`src/rtl/srx_pkg.sv`:
```
package srx_pkg;
  localparam logic [7:0] OP_WSR  = 8'h01;
  localparam logic [7:0] OP_WRDI = 8'h04;
  localparam logic [7:0] OP_WREN = 8'h06;
  localparam logic [7:0] OP_ARM  = 8'h50;

  typedef struct packed {
    logic       lock;
    logic       aai;
    logic [1:0] rsv;
    logic [1:0] bp;
    logic       wel;
    logic       busy;
  } stat_t;

  // Lowest protected address for a given protect code and address width.
  function automatic logic [31:0] lock_floor(input logic [1:0] bp, input int aw);
    case (bp)
      2'b01:   lock_floor = 32'd3 << (aw - 2);
      2'b10:   lock_floor = 32'd1 << (aw - 1);
      default: lock_floor = 32'd0;
    endcase
  endfunction

  // A status write is refused only when the pin is asserted and the lock is set.
  function automatic logic wsr_allowed(input logic guard_n, input logic lock);
    wsr_allowed = guard_n | ~lock;
  endfunction
endpackage

```
`src/rtl/srx_frame_track.sv`:
```
module srx_frame_track
  import srx_pkg::*;
#(
  parameter int OPW = 8
) (
  input  logic           clk,
  input  logic           rst_n,
  input  logic           op_valid,
  input  logic [OPW-1:0] op_code,
  input  logic           wdata_valid,
  input  logic           dat_lock,
  input  logic [1:0]     dat_bp,
  input  logic           frame_end,
  output logic           ex_wren,
  output logic           ex_wrdi,
  output logic           ex_wsr_try,
  output logic           armed_o,
  output logic           new_lock,
  output logic [1:0]     new_bp
);
  logic           have_op, have_dat, armed;
  logic [OPW-1:0] op_q;
  logic           lock_q;
  logic [1:0]     bp_q;
  logic           ex_any;

  assign ex_any     = frame_end & have_op;
  assign ex_wren    = ex_any & (op_q == OP_WREN);
  assign ex_wrdi    = ex_any & (op_q == OP_WRDI);
  assign ex_wsr_try = ex_any & (op_q == OP_WSR) & have_dat & armed;
  assign armed_o    = armed;
  assign new_lock   = lock_q;
  assign new_bp     = bp_q;

  always_ff @(posedge clk or negedge rst_n) begin
    if (!rst_n) begin
      have_op  <= 1'b0;
      have_dat <= 1'b0;
      armed    <= 1'b0;
      op_q     <= '0;
      lock_q   <= 1'b0;
      bp_q     <= 2'b00;
    end else if (frame_end) begin
      have_op  <= 1'b0;
      have_dat <= 1'b0;
      if (have_op) armed <= (op_q == OP_ARM);
    end else begin
      if (op_valid && !have_op) begin
        have_op <= 1'b1;
        op_q    <= op_code;
      end
      if (wdata_valid && have_op && !have_dat && op_q == OP_WSR) begin
        have_dat <= 1'b1;
        lock_q   <= dat_lock;
        bp_q     <= dat_bp;
      end
    end
  end
endmodule

```
`src/rtl/srx_bits.sv`:
```
module srx_bits
  import srx_pkg::*;
(
  input  logic       clk,
  input  logic       rst_n,
  input  logic       busy_in,
  input  logic       aai_set,
  input  logic       aai_clr,
  input  logic       wel_drop,
  input  logic       ex_wren,
  input  logic       ex_wrdi,
  input  logic       ex_wsr_try,
  input  logic       guard_n,
  input  logic       new_lock,
  input  logic [1:0] new_bp,
  output stat_t      stat
);
  logic       busy_q, wel_q, aai_q, lock_q;
  logic [1:0] bp_q;
  logic       accept;

  assign accept = ex_wsr_try & wsr_allowed(guard_n, lock_q);

  always_ff @(posedge clk or negedge rst_n) begin
    if (!rst_n) begin
      busy_q <= 1'b0;
      wel_q  <= 1'b0;
      aai_q  <= 1'b0;
      lock_q <= 1'b0;
      bp_q   <= 2'b11;
    end else begin
      busy_q <= busy_in;
      if (ex_wrdi || wel_drop) wel_q <= 1'b0;
      else if (ex_wren)        wel_q <= 1'b1;
      if (ex_wrdi || aai_clr)  aai_q <= 1'b0;
      else if (aai_set)        aai_q <= 1'b1;
      if (accept) begin
        lock_q <= new_lock;
        bp_q   <= new_bp;
      end
    end
  end

  always_comb begin
    stat.lock = lock_q;
    stat.aai  = aai_q;
    stat.rsv  = 2'b00;
    stat.bp   = bp_q;
    stat.wel  = wel_q;
    stat.busy = busy_q;
  end
endmodule

```
`src/rtl/srx_range.sv`:
```
module srx_range
  import srx_pkg::*;
#(
  parameter int AW = 16
) (
  input  logic [1:0]    bp,
  input  logic [AW-1:0] probe_addr,
  output logic          range_any,
  output logic [AW-1:0] range_base,
  output logic          probe_locked
);
  localparam int FW = 32;
  logic [FW-1:0] floor_w;

  assign floor_w      = lock_floor(bp, AW);
  assign range_base   = floor_w[AW-1:0];
  assign range_any    = (bp != 2'b00);
  assign probe_locked = range_any && (probe_addr >= range_base);
endmodule

```
`src/rtl/srx_status_reg.sv`:
```
module srx_status_reg
  import srx_pkg::*;
#(
  parameter int AW = 16
) (
  input  logic          clk,
  input  logic          rst_n,
  input  logic          op_valid,
  input  logic [7:0]    op_code,
  input  logic          wdata_valid,
  input  logic [7:0]    wdata,
  input  logic          frame_end,
  input  logic          guard_n,
  input  logic          busy_in,
  input  logic          aai_set,
  input  logic          aai_clr,
  input  logic          wel_drop,
  input  logic [AW-1:0] probe_addr,
  output logic [7:0]    status_byte,
  output logic          range_any,
  output logic [AW-1:0] range_base,
  output logic          probe_locked
);
  logic       ex_wren, ex_wrdi, ex_wsr_try, armed;
  logic       new_lock;
  logic [1:0] new_bp;
  stat_t      stat;
  logic       unused_dat;

  assign unused_dat = ^{wdata[6:4], wdata[1:0]};

  srx_frame_track #(.OPW(8)) u_track (
    .clk(clk), .rst_n(rst_n), .op_valid(op_valid), .op_code(op_code),
    .wdata_valid(wdata_valid), .dat_lock(wdata[7]), .dat_bp(wdata[3:2]),
    .frame_end(frame_end), .ex_wren(ex_wren), .ex_wrdi(ex_wrdi),
    .ex_wsr_try(ex_wsr_try), .armed_o(armed), .new_lock(new_lock),
    .new_bp(new_bp)
  );

  srx_bits u_bits (
    .clk(clk), .rst_n(rst_n), .busy_in(busy_in), .aai_set(aai_set),
    .aai_clr(aai_clr), .wel_drop(wel_drop), .ex_wren(ex_wren),
    .ex_wrdi(ex_wrdi), .ex_wsr_try(ex_wsr_try), .guard_n(guard_n),
    .new_lock(new_lock), .new_bp(new_bp), .stat(stat)
  );

  srx_range #(.AW(AW)) u_range (
    .bp(stat.bp), .probe_addr(probe_addr), .range_any(range_any),
    .range_base(range_base), .probe_locked(probe_locked)
  );

  assign status_byte = stat;
endmodule

```
`config.mk`:
```
export PLATFORM = sky130hd
export DESIGN_NAME = srx_status_reg
export DESIGN_NICKNAME = d
export VERILOG_FILES = /design/src/rtl/srx_pkg.sv /design/src/rtl/srx_frame_track.sv /design/src/rtl/srx_bits.sv /design/src/rtl/srx_range.sv /design/src/rtl/srx_status_reg.sv
export SDC_FILE = /design/constraint.sdc
export NUM_CORES = 1
export LEC_CHECK = 0
export BUFFER_PORTS_ARGS = -buffer_cell sky130_fd_sc_hd__buf_2
export CAP_MARGIN = 10
export CORE_MARGIN = 5
export CORE_UTILIZATION = 42
export CTS_CLUSTER_SIZE = 24
export DETAILED_ROUTE_END_ITERATION = 12
export GPL_TIMING_DRIVEN = 0
export PLACE_DENSITY = 0.87
export SYNTH_ARGS = -nofsm -noshare
export SYNTH_HDL_FRONTEND = slang
export SYNTH_HIERARCHICAL = 1
export SYNTH_SLANG_ARGS = --single-unit
```
`constraint.sdc`:
```
create_clock -name clk -period 2.35 [get_ports clk]
set_clock_uncertainty 0.05 [all_clocks]
set_input_delay 0.47 -clock clk [delete_from_list [all_inputs] [get_ports clk]]
set_output_delay 0.47 -clock clk [all_outputs]
set_load 0.01 [all_outputs]
```
==> results_dict.tcl, run 1 <==
set metrics [dict create \
    gp_congestion 0.709 \
    path_clk_slew_ns 0.11 \
    path_max_fanout 2 \
    startpoint_type "register" \
    io_pins 68 \
    port_buffers 46 \
    grt_first_pass_wirelength_um 3550 \
    area_delta_synth_final_pct 36.8 \
    r2r_slack_ns 0.49 \
    postLayoutSetupSlackWorst_ns -0.283 \
    die_y_um 61.9 \
    p_per_area_nw_per_um2 479 \
    final_common_cell "buf_2" \
    arrival_ns 2.11 \
    firstDrtPassIters 4 \
    vias_per_cell 4.62 \
    crit_type "register to output port" \
    total_leakage_power_uw 0.000824 \
    drt_iter0_drc 35 \
    failed_checks "setup timing" \
    overflow 0 \
    synthCells 101 \
    worstPathRequired_ns 1.83 \
    nets 215 \
    max_flop_register "u_track/op_q" \
    grt_pass1_vias 884 \
    yosys_most_used_dff "dfrtp_1" \
    cts_tree "built" \
    ant_nets 0 \
    hold_buffers 0 \
    detailedPlace.worstSlack_ns 0.0216 \
    status "finished, violations left" \
    multi_input_area_um2 539 \
    drv_slew 0 \
    fill_cells 219 \
    initial_core_util_pct 44.9 \
    reg2reg_to "u_bits/bp_q[1]" \
    avgRoutedWirePerCell_um 12.7 \
    worst_slew_pin_slew_ns 0.577 \
    cts.sink_count 20 \
    mostFrequentLayoutCells "buf_2, buf_4, dfrtp_1" \
    clockBufferDepth 2 \
    vias 914 \
    synth_edf_count 0 \
    finalWorstPathRequiredPeriod_ns 2.63 \
    hold_viol 0 \
    synth_area_um2 1130 \
    peakVddDrop_mv 0.369 \
    reg2reg_from "u_track/op_q[3]" \
    cts_buffers 3 \
    synth_area_per_cell_um2 11.2 \
    setup_violations 1 \
    regArea_um2 503 \
    relSlewSlack_pct 61.3 \
    endpoint_kind "output port" \
    yosysUniqueCellTypes 25 \
    yosysSeqAreaShare_pct 44.4 \
    fin_util_pct 61.4 \
    grtUsageTotal_pct 12.7 \
    root_buffer "clkbuf_4" \
    largest_reg_flops 8 \
    grt_max_degree 21 \
    dpl.hpwl_um 2020 \
    n_antenna_cell 0 \
    drive_above_1_share_pct 61.3 \
    reg2reg_depth 5 \
    clk_latency_ns 0.30 \
    die_area_um2 3830 \
    core_area_um2 2520 \
    fmax_mhz 380 \
    ys_ff_latch 20 \
    yosysWarnings 6 \
    routed_wl_um 2520 \
    antenna_found_initial 0 \
    hp-class "input port to async pin" \
    die_w_um 61.9 \
    rsz0062_at_grt "true" \
    timing.final.crit_share_pct 112 \
    row_count 18 \
    max_cap_violations 0 \
    drc 0 \
    h-tree-depth 1 \
    async_flop_share_pct 100 \
]
critical path, cell delays in order, from the launching register on:
cell and delay, ns:
dfstp_2 0.56, inv_2 0.05, ha_4 0.26, inv_2 0.04
ha_4 0.25, nor4b_4 0.19, nand4_1 0.17, a21oi_2 0.15
buf_2 0.14
Yosys cell counts, types with 4 or more instances:
cell      n  share of area, %
buf_4    20                13
dfrtp_1  18                40
mux2_2   13                13
nand2_1   5               1.7
nor2_1    5               1.7
nor3_1    5               2.2
inv_1     8               2.7
ha_1      4               4.4
stage by stage:
step | hold WS [ns] | total power, µW | cell area (µm²) | setup TNS [ns] | std cells
2_1_floorplan | 0.124 | 496 | 1180 | 0 | 115
3_3_place_gp | 0.374 | 542 | 1450 | 0 | 191
3_5_place_dp | 0.383 | 551 | 1450 | 0 | 191
4_1_cts | 0.0409 | 750 | 1540 | -0.236 | 197
5_1_grt | 0.0443 | 788 | 1550 | -0.356 | 198
6_report | 0.0421 | 742 | 1550 | -0.283 | 198
layout make-up:
class                      instances  share of cell area [%]
inverter                           8                    1.94
clock buffer                       4                    2.34
buffer                            20                    9.69
sequential                        20                    32.5
tap                               30                    2.42
timing repair buffer              49                    16.3
multi-input combinational         67                    34.8
where the power goes:
part | internal, µW | total [µW] | switching, µW
logic | 80.8 | 138 | 57.2
clock network | 94.5 | 193 | 98.9
registers | 376 | 410 | 33.9
total | 552 | 742 | 190
kinds of logic (layout without fill, tap and decap cells):
group,count (synthesis),count (layout),synth area share (%)
AOI/OAI and AO/OA,6,6,3.65
adders and majority gates,4,4,4.42
buffers and inverters,28,81,15.9
DFF,20,20,44.4
muxes,13,13,12.9
other,2,16,0.663
and+or+nand+nor,28,28,18.0
layer usage:
| layer | track usage (%) | vias to the layer above | share of wire [%] |
|---|---|---|---|
| met3 | 2.69 | 2 | 15 |
| met5 | 0 | - | 0 |
| met4 | 5.45 | 0 | 0.20 |
| met1 | 12.9 | 407 | 35 |
| li1 | - | 449 | - |
| met2 | 24.5 | 56 | 50 |
repair_timing:
| action | CTS | global route |
|---|---|---|
| cloned | 0 | 0 |
| setup buffers | 2 | 1 |
| setup endpoints to repair | 1 | 1 |
| pin swaps | 3 | 2 |
| gates resized for setup | 6 | 1 |
how the worst max path moves through the flow:
stage,start,end,slack (ns),depth (start not counted)
final,u_bits/bp_q[0],probe_locked,-0.28,8
after global routing,u_bits/bp_q[0],probe_locked,-0.36,8
after CTS,u_bits/bp_q[1],probe_locked,-0.24,8
after detailed placement,u_bits/bp_q[1],probe_locked,0.02,8
after global placement,u_bits/bp_q[0],probe_locked,0.09,8
after floorplan,u_bits/bp_q[0],probe_locked,0.1,7
Power figures use the tool's default switching activity.
==> run 2, diff against run 1 <==
Settings changed: CORE_MARGIN 5 to 2.
==> run 2 against run 1 <==
The flow still finishes with violations (setup timing). Sequential power is essentially flat. Sequential cell count unchanged. Critical endpoint unchanged. Sequential share of layout area increased by 0.37 points.
==> results_dict.tcl, run 2 (synthesis results as in run 1) <==
set metrics [dict create \
    die_area_um2 3130 \
    timing.final.crit_share_pct 113 \
    row_count 18 \
    max_cap_violations 0 \
    regArea_um2 503 \
    clk_latency_ns 0.30 \
    final_common_cell "buf_2" \
    dpl-instance-area_um2 1450 \
    p_per_area_nw_per_um2 466 \
    routed_wl_um 2190 \
    nets 214 \
    ant_nets 0 \
    fill_cells 223 \
    dpl.hpwl_um 1800 \
    p_sw_share_pct 26.7 \
    path_clk_slew_ns 0.10 \
    cts_tree "built" \
    failed_checks "setup timing" \
    worstPathRequired_ns 1.83 \
    grt_pass1_vias 896 \
    h-tree-depth 1 \
    cts_buffers 3 \
    n_antenna_cell 0 \
    path_max_fanout 2 \
    grtUsageTotal_pct 15.0 \
    hp-class "input port to async pin" \
    io_pins 68 \
    firstDrtPassIters 4 \
    arrival_ns 2.13 \
    max_flop_register "u_track/op_q" \
    endpoint_kind "output port" \
    tns_ns -0.297 \
    die_y_um 55.9 \
    overflow 0 \
    drt_iter0_drc 27 \
    root_buffer "clkbuf_4" \
    reg2reg_depth 5 \
    rsz0062_at_grt "true" \
    peakVddDrop_mv 0.465 \
    startpoint_type "register" \
    multi_input_area_um2 539 \
    drc 0 \
    antenna_found_initial 0 \
    grt_max_degree 21 \
    design_area_um2 1530 \
    clockBufferDepth 2 \
    port_buffers 46 \
    hold_buffers 0 \
    largest_reg_flops 8 \
    grt_first_pass_wirelength_um 3750 \
    area_delta_synth_final_pct 35.2 \
    hold_viol 0 \
    initial_core_util_pct 44.9 \
    total_leakage_power_uw 0.000813 \
    setup_violations 1 \
    drv_slew 0 \
    finalWorstPathRequiredPeriod_ns 2.65 \
    postLayoutSetupSlackWorst_ns -0.297 \
    p_seq_share_pct 57.6 \
    r2r_slack_ns 0.56 \
    drive_above_1_share_pct 60.5 \
    status "finished, violations left" \
    crit_type "register to output port" \
    power.share.clock_pct 23.2 \
    vias 908 \
    fmax_mhz 378 \
    core_area_um2 2520 \
    vias_per_cell 4.61 \
    gp_congestion 0.648 \
    avgRoutedWirePerCell_um 11.1 \
    p_int_uw 523 \
    cts.sink_count 20 \
    worst_slew_pin_slew_ns 0.578 \
    p_switching_uw 191 \
    die_w_um 55.9 \
    mostFrequentLayoutCells "buf_2, buf_4, dfrtp_1" \
    power_frac_comb_pct 19.2 \
    relSlewSlack_pct 61.3 \
    fin_util_pct 60.7 \
]
## run 2: final timing paths
| path | startpoint | endpoint |
|---|---|---|
| setup / recovery | u_bits/bp_q[0] | probe_locked |
| hold / removal | rst_n | u_track/op_q[7] |
| setup reg to reg | u_track/op_q[2] | u_bits/bp_q[1] |
| hold reg to reg | u_track/new_lock | u_bits/lock_q |
| max in group asynchronous | rst_n | u_bits/bp_q[1] |
| min in group clk | busy_in | u_bits/busy_q |
## run 2: metrics by stage
step | power (µW) | setup WS [ns] | hold WS, ns | cells
4_1_cts | 723 | -0.275 | 0.0503 | 197
6_report | 714 | -0.297 | 0.0377 | 197
5_1_grt | 757 | -0.329 | 0.0618 | 197
3_5_place_dp | 553 | -0.0576 | 0.389 | 191
3_3_place_gp | 542 | 0.0245 | 0.373 | 191
2_1_floorplan | 496 | 0.0952 | 0.124 | 115
## run 2: power by group through the flow
stage / logic (µW) / registers (µW) / clock network, µW
6_report: 137 / 411 / 166
5_1_grt: 153 / 417 / 188
4_1_cts: 138 / 412 / 173
3_5_place_dp: 135 / 419 / 0
3_3_place_gp: 128 / 414 / 0
2_1_floorplan: 86.6 / 410 / 0
## run 2: layout make-up
class	count	share of cell area [%]
Buffer	20	9.80
Clock buffer	4	1.72
Inverter	8	1.96
Multi-Input combinational cell	67	35.2
Sequential cell	20	32.8
Tap cell	30	2.45
Timing Repair Buffer	48	16.0
## run 2: critical path, cell delays in order (launching register included)
cell     delay (ns)
dfstp_2        0.55
inv_2          0.05
ha_4           0.26
inv_2          0.04
ha_4           0.25
nor4b_4        0.21
nand4_1        0.17
a21oi_2        0.15
buf_2          0.14
## run 2: repair_timing
item / 4_1_cts / 5_1_grt
resized for setup: 6 / 1
hold endpoints to repair: 0 / 0
endpoints found under the setup margin: 1 / 1
setup buffers: 2 / 0
pin swaps: 3 / 2
## run 2: routing by layer
metal  GRT usage (%)  vias up  wire length (µm)
met5               0        -                 0
met4            6.12        0                36
met2            28.6       58              1110
met1            16.0      401               769
li1                -      445                 -
met3            3.02        4               272
==> run 3, diff against run 2 <==
Settings changed: CORE_UTILIZATION 42 to 40, GPL_ROUTABILITY_DRIVEN set to 0, PLACE_DENSITY 0.87 to 0.84.
==> run 3 against run 2 <==
The flow still finishes with violations (setup timing). Register-to-register slack lost 0.07 ns. Via count grew 0.33%. Final cell count increased by 1.0%. Die area grew 4.6%.
==> results_dict.tcl, run 3 (synthesis results as in run 1) <==
set metrics [dict create \
    status "finished, violations left" \
    failed_checks "setup timing" \
    fin_hold_ws_ns 0.0500 \
    drive_above_1_share_pct 60.1 \
    nets 215 \
    dpl-instance-area_um2 1450 \
    avgRoutedWirePerCell_um 11.6 \
    fmax_mhz 394 \
    overflow 0 \
    core_area_um2 2730 \
    finalWorstPathRequiredPeriod_ns 2.54 \
    postLayoutSetupSlackWorst_ns -0.187 \
    mostFrequentLayoutCells "buf_2, buf_4, dfrtp_1" \
    row_count 19 \
    hp-class "input port to async pin" \
    vias 911 \
    r2r_slack_ns 0.49 \
    critPathLaunch "u_bits/bp_q[1]" \
    grt_max_degree 21 \
    crit_type "register to output port" \
    rsz0062_at_grt "true" \
    die_area_um2 3270 \
    reg2reg_to "u_bits/bp_q[1]" \
    max_flop_register "u_track/op_q" \
    area_delta_synth_final_pct 36.5 \
    setup_violations 1 \
    die_y_um 57.2 \
    worstPathRequired_ns 1.83 \
    drc 0 \
    max_cap_violations 0 \
    grtUsageTotal_pct 14.9 \
    antenna_found_initial 0 \
    path_max_fanout 2 \
    grt_first_pass_wirelength_um 3760 \
    hold_buffers 0 \
    largest_reg_flops 8 \
    cts.sink_count 20 \
    cts_buffers 3 \
    relSlewSlack_pct 63.6 \
    startpoint_type "register" \
    n_antenna_cell 0 \
    design_area_um2 1550 \
    worst_slew_pin_slew_ns 0.544 \
    root_buffer "clkbuf_4" \
    port_buffers 46 \
    io_pins 68 \
    reg2reg_from "u_track/op_q[3]" \
    grt_pass1_vias 900 \
    drv_slew 0 \
    die_w_um 57.2 \
    total_leakage_power_uw 0.000824 \
    arrival_ns 2.02 \
    h-tree-depth 1 \
    clockBufferDepth 2 \
    peakVddDrop_mv 0.410 \
    ant_nets 0 \
    endpoint_kind "output port" \
    reg2reg_depth 5 \
    p_per_area_nw_per_um2 461 \
    clk_latency_ns 0.29 \
    critPathCapture "probe_locked" \
    path_clk_slew_ns 0.10 \
    drt_iter0_drc 28 \
    timing.final.crit_share_pct 108 \
    vias_per_cell 4.58 \
    final_common_cell "buf_2" \
    fill_cells 227 \
    hold_viol 0 \
    dpl.hpwl_um 1810 \
    firstDrtPassIters 4 \
    cts_tree "built" \
    initial_core_util_pct 41.4 \
    routed_wl_um 2310 \
]
==> run 3: worst min-delay path by stage <==
| stage | start | endpoint | slack (ns) |
|---|---|---|---|
| floorplan | rst_n | u_bits/aai_q | 0.12 |
| global placement | rst_n | u_track/op_q[4] | 0.37 |
| detailed placement | rst_n | u_track/op_q[0] | 0.38 |
| CTS | rst_n | u_track/op_q[4] | 0.05 |
| global route | rst_n | u_track/op_q[2] | 0.04 |
| finish | rst_n | u_track/op_q[4] | 0.05 |
==> run 3: final cells by class <==
type                            count  area, µm²  area share, %
Clock buffer                        4       26.3           1.70
Multi-Input combinational cell     67        544           35.2
Sequential cell                    20        503           32.6
Inverter                            8       30.0           1.94
Tap cell                           31       38.8           2.51
Timing Repair Buffer               49        253           16.4
Buffer                             20        150           9.72
==> run 3: metal layers <==
| metal | up-vias | global-route usage (%) | routed length (µm) |
|---|---|---|---|
| li1 | 445 | - | - |
| met1 | 411 | 14.8 | 884 |
| met2 | 55 | 28.6 | 1180 |
| met5 | - | 0 | 0 |
| met3 | 0 | 4.76 | 253 |
| met4 | 0 | 4.98 | 0 |
==> run 3: what timing repair did <==
action | 4_1_cts | 5_1_grt
resized for setup | 6 | 1
endpoints found under the setup margin | 1 | 1
setup buffers | 2 | 1
pin swaps | 3 | 1
==> run 3: worst max-delay path, cell delays in order, from the launching register on <==
cell and delay [ns]:
dfstp_2 0.56, inv_2 0.05, ha_4 0.26, inv_2 0.04
ha_4 0.26, nor4b_4 0.17, nand4_1 0.11, a21oi_1 0.14
buf_2 0.14
==> run 3: power breakdown <==
part,switching (µW),internal (µW),leakage (µW)
Clock,94.6,66.0,0.0000150
Combinational,58.6,81.7,0.000560
Sequential,35.3,376,0.000249
Total,188,524,0.000824
==> run 3: per-stage QoR <==
step           setup TNS [ns]  total power [µW]  utilization [%]  std cells  setup WS (ns)
6_report               -0.187               712             56.5        199         -0.187
5_1_grt                -0.265               762             56.5        199         -0.265
3_5_place_dp                0               551             53.2        192         0.0347
3_3_place_gp                0               543             53.2        192         0.0877
4_1_cts                -0.208               716             55.9        198         -0.208
2_1_floorplan               0               496                -        115         0.0952
